==> src/rtl/sgt_pkg.sv <==
package sgt_pkg;

    localparam int CHUNK_LOG2 = 16;
    localparam int LEN_W      = 16;
    localparam int ATTR_W     = 16;
    localparam int ADDR_W     = 32;

    localparam logic [ATTR_W-1:0] ATTR_VALID = 16'h0001;
    localparam logic [ATTR_W-1:0] ATTR_END   = 16'h0002;
    localparam logic [ATTR_W-1:0] ATTR_XFER  = 16'h0020;

    typedef struct packed {
        logic [ADDR_W-1:0] addr;
        logic [LEN_W-1:0]  len;
        logic [ATTR_W-1:0] attr;
    } desc_t;

    typedef enum logic [1:0] {
        ST_IDLE,
        ST_WRITE,
        ST_DONE,
        ST_ERR
    } build_state_e;

    function automatic logic [ATTR_W-1:0] attr_for(input logic is_last);
        return is_last ? (ATTR_XFER | ATTR_END | ATTR_VALID) : (ATTR_XFER | ATTR_VALID);
    endfunction

endpackage

==> src/rtl/sgt_chunk_plan.sv <==
module sgt_chunk_plan
    import sgt_pkg::*;
#(
    parameter int BCNT_W  = 16,
    parameter int BSIZE_W = 12,
    parameter int BSIN_W  = 16,
    localparam int TOT_W  = BCNT_W + BSIZE_W,
    localparam int CNT_W  = TOT_W - CHUNK_LOG2 + 1
) (
    input  logic [BCNT_W-1:0] blk_cnt,
    input  logic [BSIN_W-1:0] blk_size,
    output logic [TOT_W-1:0]  total,
    output logic [CNT_W-1:0]  n_desc,
    output logic [LEN_W-1:0]  tail_len
);
    logic [BSIZE_W-1:0]          size_m;
    logic [TOT_W-CHUNK_LOG2-1:0] whole;
    logic                        has_rem;

    always_comb begin
        size_m   = blk_size[BSIZE_W-1:0];
        total    = TOT_W'(blk_cnt) * TOT_W'(size_m);
        whole    = total[TOT_W-1:CHUNK_LOG2];
        has_rem  = |total[CHUNK_LOG2-1:0];
        tail_len = total[LEN_W-1:0];
        if (whole == '0)
            n_desc = CNT_W'(1);
        else
            n_desc = CNT_W'(whole) + CNT_W'(has_rem);
    end
endmodule

==> src/rtl/sgt_desc_fmt.sv <==
module sgt_desc_fmt
    import sgt_pkg::*;
#(
    parameter int IDX_W = 5
) (
    input  logic [ADDR_W-1:0] base,
    input  logic [IDX_W-1:0]  idx,
    input  logic              is_last,
    input  logic [LEN_W-1:0]  tail_len,
    output desc_t             desc
);
    always_comb begin
        desc.attr = attr_for(is_last);
        desc.len  = is_last ? tail_len : '0;
        desc.addr = base + (ADDR_W'(idx) << CHUNK_LOG2);
    end
endmodule

==> src/rtl/sgt_builder.sv <==
module sgt_builder
    import sgt_pkg::*;
#(
    parameter int          DEPTH      = 32,
    parameter logic [31:0] TABLE_BASE = 32'h0001_0000,
    localparam int         IDX_W      = $clog2(DEPTH),
    localparam int         TOT_W      = 28,
    localparam int         CNT_W      = TOT_W - CHUNK_LOG2 + 1
) (
    input  logic             clk,
    input  logic             rst,
    input  logic             start_i,
    input  logic [31:0]      buf_base_i,
    input  logic [15:0]      blk_cnt_i,
    input  logic [15:0]      blk_size_i,
    output logic             busy_o,
    output logic             done_o,
    output logic             err_o,
    output logic [31:0]      sar_o,
    output logic             ram_we_o,
    output logic [IDX_W-1:0] ram_idx_o,
    output logic [63:0]      ram_wdata_o
);
    build_state_e      state_q;
    logic [TOT_W-1:0]  total_w;
    logic [CNT_W-1:0]  n_desc_w;
    logic [LEN_W-1:0]  tail_w;
    logic [ADDR_W-1:0] base_q;
    logic [LEN_W-1:0]  tail_q;
    logic [IDX_W-1:0]  last_q;
    logic [IDX_W-1:0]  idx_q;
    logic [31:0]       sar_q;
    logic              is_last;
    desc_t             desc_w;

    sgt_chunk_plan #(.BCNT_W(16), .BSIZE_W(12), .BSIN_W(16)) plan_i (
        .blk_cnt (blk_cnt_i),
        .blk_size(blk_size_i),
        .total   (total_w),
        .n_desc  (n_desc_w),
        .tail_len(tail_w)
    );

    assign is_last = (idx_q == last_q);

    sgt_desc_fmt #(.IDX_W(IDX_W)) fmt_i (
        .base    (base_q),
        .idx     (idx_q),
        .is_last (is_last),
        .tail_len(tail_q),
        .desc    (desc_w)
    );

    always_ff @(posedge clk) begin
        if (rst) begin
            state_q <= ST_IDLE;
            base_q  <= '0;
            tail_q  <= '0;
            last_q  <= '0;
            idx_q   <= '0;
            sar_q   <= '0;
        end else begin
            case (state_q)
                ST_IDLE: if (start_i) begin
                    if (n_desc_w > CNT_W'(DEPTH)) begin
                        state_q <= ST_ERR;
                    end else begin
                        state_q <= ST_WRITE;
                        base_q  <= buf_base_i;
                        tail_q  <= tail_w;
                        last_q  <= IDX_W'(n_desc_w - CNT_W'(1));
                        idx_q   <= '0;
                    end
                end
                ST_WRITE: begin
                    if (is_last) begin
                        state_q <= ST_DONE;
                        sar_q   <= TABLE_BASE;
                    end else begin
                        idx_q <= idx_q + IDX_W'(1);
                    end
                end
                default: state_q <= ST_IDLE;
            endcase
        end
    end

    assign busy_o      = (state_q != ST_IDLE);
    assign done_o      = (state_q == ST_DONE);
    assign err_o       = (state_q == ST_ERR);
    assign sar_o       = sar_q;
    assign ram_we_o    = (state_q == ST_WRITE);
    assign ram_idx_o   = idx_q;
    assign ram_wdata_o = desc_w;

    // index steps by one between back-to-back writes
    a_r4_idx_step: assert property (@(posedge clk) disable iff (rst)
        (ram_we_o && $past(ram_we_o)) |-> ram_idx_o == $past(ram_idx_o) + IDX_W'(1));

    // a write burst begins at entry 0
    a_r4_first_zero: assert property (@(posedge clk) disable iff (rst)
        $rose(ram_we_o) |-> ram_idx_o == '0);

    // done follows an end-marked write and presents the table base
    a_r7_done_after_end: assert property (@(posedge clk) disable iff (rst)
        done_o |-> ($past(ram_we_o) && $past(ram_wdata_o[1]) && sar_o == TABLE_BASE));

    // an error neither overlaps nor directly follows a write
    a_r8_err_no_write: assert property (@(posedge clk) disable iff (rst)
        err_o |-> (!ram_we_o && !$past(ram_we_o)));

    // done, error and write enable are mutually exclusive
    a_r7_exclusive: assert property (@(posedge clk) disable iff (rst)
        $onehot0({done_o, err_o, ram_we_o}));

endmodule

==> config.mk <==
export PLATFORM = sky130hd
export DESIGN_NAME = sgt_builder
export DESIGN_NICKNAME = d
export VERILOG_FILES = /design/src/rtl/sgt_pkg.sv /design/src/rtl/sgt_chunk_plan.sv /design/src/rtl/sgt_desc_fmt.sv /design/src/rtl/sgt_builder.sv
export SDC_FILE = /design/constraint.sdc
export NUM_CORES = 1
export LEC_CHECK = 0
export BUFFER_PORTS_ARGS = -buffer_cell sky130_fd_sc_hd__buf_2
export CAP_MARGIN = 20
export CORE_ASPECT_RATIO = 1.4
export CORE_MARGIN = 4
export CORE_UTILIZATION = 40
export DETAILED_ROUTE_END_ITERATION = 7
export SYNTH_ARGS = -nofsm -noshare
export SYNTH_HDL_FRONTEND = slang
export SYNTH_SLANG_ARGS = --single-unit
==> constraint.sdc <==
create_clock -name clk -period 21 [get_ports clk]
set_clock_uncertainty 0.05 [all_clocks]
set_input_delay 1.05 -clock clk [delete_from_list [all_inputs] [get_ports clk]]
set_output_delay 1.05 -clock clk [all_outputs]
set_load 0.02 [all_outputs]
-- After elaboration in Yosys (flattened, before gate mapping)
Index checks and enable logic that the tools add are counted.
W data, S select, Z words.
- bits in registers: 61
- input bits: 67
- logic and storage cells: 41
- $add $sub $neg: 4
- multipliers: 1
- $lt $le $gt $ge: 1
- eq/ne operators: 8
- mux-type cells: 11
- bitwise gates (word level): 1
- reductions and logical operators: 9
- operators by type and width (operator ; count):
    $add A32 B21 Y32 ; 1
    $mul A16 B12 Y28 ; 1
    $mux W16 ; 1
    $reduce_or A16 Y1 ; 1
    $mux W5 ; 3
    $add A12 B1 Y13 ; 1
    $gt A13 B6 Y1 const B ; 1
    $mux W13 ; 1
    $logic_not A12 Y1 ; 1
    $pmux W5 S2 ; 1
    $mux W2 ; 4
    $ne A2 B2 Y1 const B ; 3
    $add A5 B1 Y5 const B ; 1
    $eq A5 B5 Y1 ; 1
    $sub A5 B1 Y5 const B ; 1
    $eq A2 B2 Y1 const B ; 2
    $pmux W2 S2 ; 1
    $reduce_and A2 Y1 ; 2
    $reduce_and A4 Y1 ; 1
    $reduce_bool A2 Y1 ; 2
    $reduce_and A3 Y1 ; 1
    $eq A2 B1 Y1 const B ; 1
    $logic_not A2 Y1 ; 1
    $ne A2 B1 Y1 const B ; 1
    $not A1 Y1 ; 1

-- Depth between registers and ports, before layout
- word-level depth: 8
- gate-level depth with buffers: 32

-- By module
A second synthesis with hierarchy kept.
- cell total of the unflattened synthesis: 1272
- area, all modules: 10217.3 um^2
- by module, submodules not included (module ; times used ; cells an instance ; area each (um^2)):
    sgt_chunk_plan ; 1 ; 844 ; 6831.6
    sgt_builder ; 1 ; 325 ; 2616.3
    sgt_desc_fmt ; 1 ; 103 ; 769.5

-- Worst setup path after synthesis
Ideal clock, no wire load.
- kind: input -> register
- start: in blk_cnt_i[7]
- end: reg tail_q[10]
- library setup time: 70 ps
- data arrival time: 8404 ps
- required time: 20880 ps
- setup slack: 12475 ps
- stages: 30
- path buffers: 3
- path through: clkbuf_1 nand2_1 fa_1 inv_1 fa_1 inv_1 fa_1 inv_1 fa_1 inv_1 fa_1 inv_1 ha_1 buf_2 o21ai_1 o21ai_1 o21ai_0 or4b_1 and3_1 a41o_1 nor4_1 nand2b_1 ha_1 nand2_1 a2111oi_1 a2111oi_2 a2111o_1 buf_6 or3_1 a21oi_1
- word-level cells in the longest chain between the ends: 7
- ends and longest elaborated chain (item ; line ; source):
    start, declared ; sgt_builder.sv:14 ; input logic [15:0] blk_cnt_i,
    $mul A16 B12 Y28 (*) ; sgt_chunk_plan.sv:22 ; total = TOT_W'(blk_cnt) * TOT_W'(size_m);
    $reduce_or A16 Y1 ; sgt_chunk_plan.sv:24 ; has_rem = |total[CHUNK_LOG2-1:0];
    $add A12 B1 Y13 ; sgt_chunk_plan.sv:29 ; n_desc = CNT_W'(whole) + CNT_W'(has_rem);
    $mux W13 ; sgt_chunk_plan.sv:26 ; if (whole == '0)
    $gt A13 B6 Y1 ; sgt_builder.sv:65 ; if (n_desc_w > CNT_W'(DEPTH)) begin
    $not A1 Y1 (no line) ; -- ;
    $reduce_and A3 Y1 (no line) ; -- ;
    end signal, assigned ; sgt_builder.sv:70 ; tail_q <= tail_w;
    end, declared ; sgt_builder.sv:29 ; logic [LEN_W-1:0] tail_q;
Mark *: on every way between the ends. The rest lies on a longest branch, timed or not.
A chain may end at the register's enable or synchronous reset.

-- Worst setup path after layout
- start: in blk_size_i[3]
- end: reg tail_q[12]
- word-level cells in the longest chain between the ends: 7
- ends and longest elaborated chain (item ; line ; source):
    start, declared ; sgt_builder.sv:15 ; input logic [15:0] blk_size_i,
    $mul A16 B12 Y28 (*) ; sgt_chunk_plan.sv:22 ;
    $reduce_or A16 Y1 ; sgt_chunk_plan.sv:24 ;
    $add A12 B1 Y13 ; sgt_chunk_plan.sv:29 ;
    $mux W13 ; sgt_chunk_plan.sv:26 ;
    $gt A13 B6 Y1 ; sgt_builder.sv:65 ;
    $not A1 Y1 (no line) ; -- ;
    $reduce_and A3 Y1 (no line) ; -- ;
Marked as above.

==> metrics.csv <==
metric;value;unit
status;complete, no violations;
routed vias;8665;
Max Clk Rate;112.4;MHz
PortBufs;121;
Warnings, synthesis;0;
Post-CTS Setup Inserts;0;
initial antenna violation count;0;
Hold Buf Count CTS;0;
Synth area leaders;fa_1 27%, dfxtp_1 12%, ha_1 9.1%;
Post-synth top cells;198 x inv_1, 148 x nand2_1, 141 x fa_1;
ANT nets after route;0;
mapped cell area;10500;sq um
Nets;1632;
sequential area share after synthesis;0.1163;
vias in the first global route;8808;
total wire length;25.05;mm
# rows;69;
M1 wire length;10.73;mm
highest metal used;met4;
core area;25640;sq um
Max Buffers Root-to-Sink;2;
clock latency on the worst-skew pair;320;ps
Syn Inst Count;1301;
1st-pass router iterations;5;
Hold Crit Class;flip-flop to flip-flop;
largest family of logic cells by synthesized area;adder cells;
global route overflow;0;
Worst Setup EP;tail_q[12]$_SDFFE_PP0P_;
Synth Area in Adders;0.3594;
Worst Setup SP;blk_size_i[3];
depth of the CTS H-tree;3;
Crit Reg-Reg Startpoint;state_q[0]$_SDFFE_PP0P_;
RSZ-0062 raised after global routing;false;
fraction of layout cells with a size suffix above 1;0.1183;
Primary FF master, synth;dfxtp_1;
Synth Area in XOR/XNOR;0.03253;
Avg Synthesized Cell Area;8.070;sq um
DR WL/cell;14.99;um
Worst setup EP type;flip-flop;
Layout area overhead;6.960;%
Setup TNS;0;ps
Synth Area in Simple Gates;0.1964;
post-synthesis compound-gate area fraction;0.1456;
largest net degree at the start of global routing;65;
Vert. Die Dim;199.7;um
register bit total from synthesis;61;
CP max-delay cell;fa_1;
fin crit period;8897;ps
worst-margin pin slew;710.6;ps
met2 wire len;12.88;mm
Starting Density;0.4095;
post-synth top area cell;fa_1;
max-cap violation count;0;
IO Pins;172;
first-pass GRT wire length;42.59;mm
ANT cells;0;
crit path DAT;9090;ps
worst-path fanout max;64;
reg2reg end;ram_idx_o[4]$_SDFFE_PP0P_;
final period utilization;0.4237;
reg-to-reg slack, setup;18930;ps
RePlAce Congestion;0.8144;
Detailed Place HPWL;20.09;mm
post-synthesis async set-or-reset flop share;0;
Post-route DRC;0;
max incr delay on CP;550;ps
Post-synth EDFFs;0;
final hold violations;0;
initial drt markers;312;
Detail Route met3 WL;1.116;mm
Vias/cell;5.186;
Distinct cells, synth;67;
Slew Limit Fails;0;
post-synth top area share;0.2689;
total CTS buffers;9;
Die W;144.9;um
clk sinks;61;
CTS clk-pin slew, worst paths;50;ps
CP Launch Type;input port;
WS Path Type;input port to flip-flop;
die area;28940;sq um
post-synthesis mux area share;0.003814;
fillers;2640;
WP data required;21200;ps
Reg2Reg Depth;5;
setup violators final;0;
TritonCTS clock tree;built;
post-CTS sizing;0;
most numerous cell in the Yosys netlist;inv_1;
Slew headroom;0.5263;
clk root buf;clkbuf_16;
Tot GR Track Use;0.1734;
-- metrics by stage --
stage          std cells  worst slack (ps)  area [sq um]  utilization  hold WS [ps]
4_1_cts             1670             12080         11220       0.4375         418.1
2_1_floorplan       1345             12480         10660            -         394.6
6_report            1671             12100         11230       0.4380         416.6
3_3_place_gp        1654             11780         10930       0.4263         398.9
5_1_grt             1671             11610         11230       0.4380         441.3
3_5_place_dp        1655             11720         10960       0.4274         411.7
-- cell type report --
class / instances / area, sq um / share of cell area
multi-input cells: 950 / 7924 / 0.7056
flip-flops and latches: 61 / 1221 / 0.1087
inverters: 198 / 743.2 / 0.06618
repair buffers: 128 / 681.9 / 0.06072
well taps: 319 / 399.1 / 0.03554
clock buffers: 13 / 250.2 / 0.02228
clock inverters: 2 / 10.01 / 0.0008914
-- state kept, by name (all words and copies together), names as in the netlist --
| name | cells |
|---|---|
| state_q | 2 |
| ram_idx_o | 5 |
| last_q | 5 |
| base_q | 32 |
| sar_o | 1 |
| tail_q | 16 |
-- how the worst min path moves through the flow --
stage,start,cells past startpoint,to,slack [ps]
3_3_place_gp,sar_o[16]$_SDFFE_PP0P_,2,sar_o[16]$_SDFFE_PP0P_,400
3_5_place_dp,base_q[10]$_SDFFE_PP0P_,2,base_q[10]$_SDFFE_PP0P_,410
4_1_cts,base_q[10]$_SDFFE_PP0P_,2,base_q[10]$_SDFFE_PP0P_,420
6_report,base_q[1]$_SDFFE_PP0P_,2,base_q[1]$_SDFFE_PP0P_,420
2_1_floorplan,tail_q[10]$_SDFFE_PP0P_,2,tail_q[10]$_SDFFE_PP0P_,390
5_1_grt,base_q[3]$_SDFFE_PP0P_,2,base_q[3]$_SDFFE_PP0P_,440
-- placed cells by master, fill, tap and decap left out, types with 9 or more instances in the layout --
cell | Yosys | final
ha_1 | 76 | 76
nand4_1 | 10 | 10
or3_1 | 15 | 15
xnor2_1 | 26 | 26
o21ai_0 | 65 | 65
nand2b_1 | 9 | 9
a21o_1 | 9 | 9
nor2_1 | 31 | 31
conb_1 | 2 | 46
nand3_1 | 53 | 53
inv_1 | 198 | 198
buf_2 | 9 | 121
xor2_1 | 13 | 13
and2_1 | 98 | 98
a21oi_1 | 89 | 89
clkbuf_16 | 0 | 9
fa_1 | 141 | 141
dfxtp_1 | 61 | 61
nand2_1 | 148 | 148
nor3_1 | 11 | 10
-- cell families (layout without fill, tap and decap cells) --
| kind of cell | after synthesis | after routing |
|---|---|---|
| flip-flops | 61 | 61 |
| AO/OA/AOI/OAI | 239 | 239 |
| other | 2 | 46 |
| XOR/XNOR | 39 | 39 |
| AND/OR/NAND/NOR | 405 | 405 |
| buffers and inverters | 334 | 341 |
| adder cells (fa/ha/maj) | 217 | 217 |
| multiplexers | 4 | 4 |
-- critical path, delay by kind of cell --
family	cells	cell delay, ps
adder cells (fa/ha/maj)	7	3300
AO/OA/AOI/OAI	8	1970
AND/OR/NAND/NOR	7	1640
buffers and inverters	8	1050
-- layer usage --
metal / GRT usage / vias to the layer above
met4: 0.04014 / 0
met2: 0.3299 / 242
met3: 0.01906 / 30
met5: 0 / -
li1: - / 4172
met1: 0.2111 / 4221
Power is left out: the tool's default activity adds up to more than one toggle a clock period on the data nets, which glitch-free logic cannot reach.
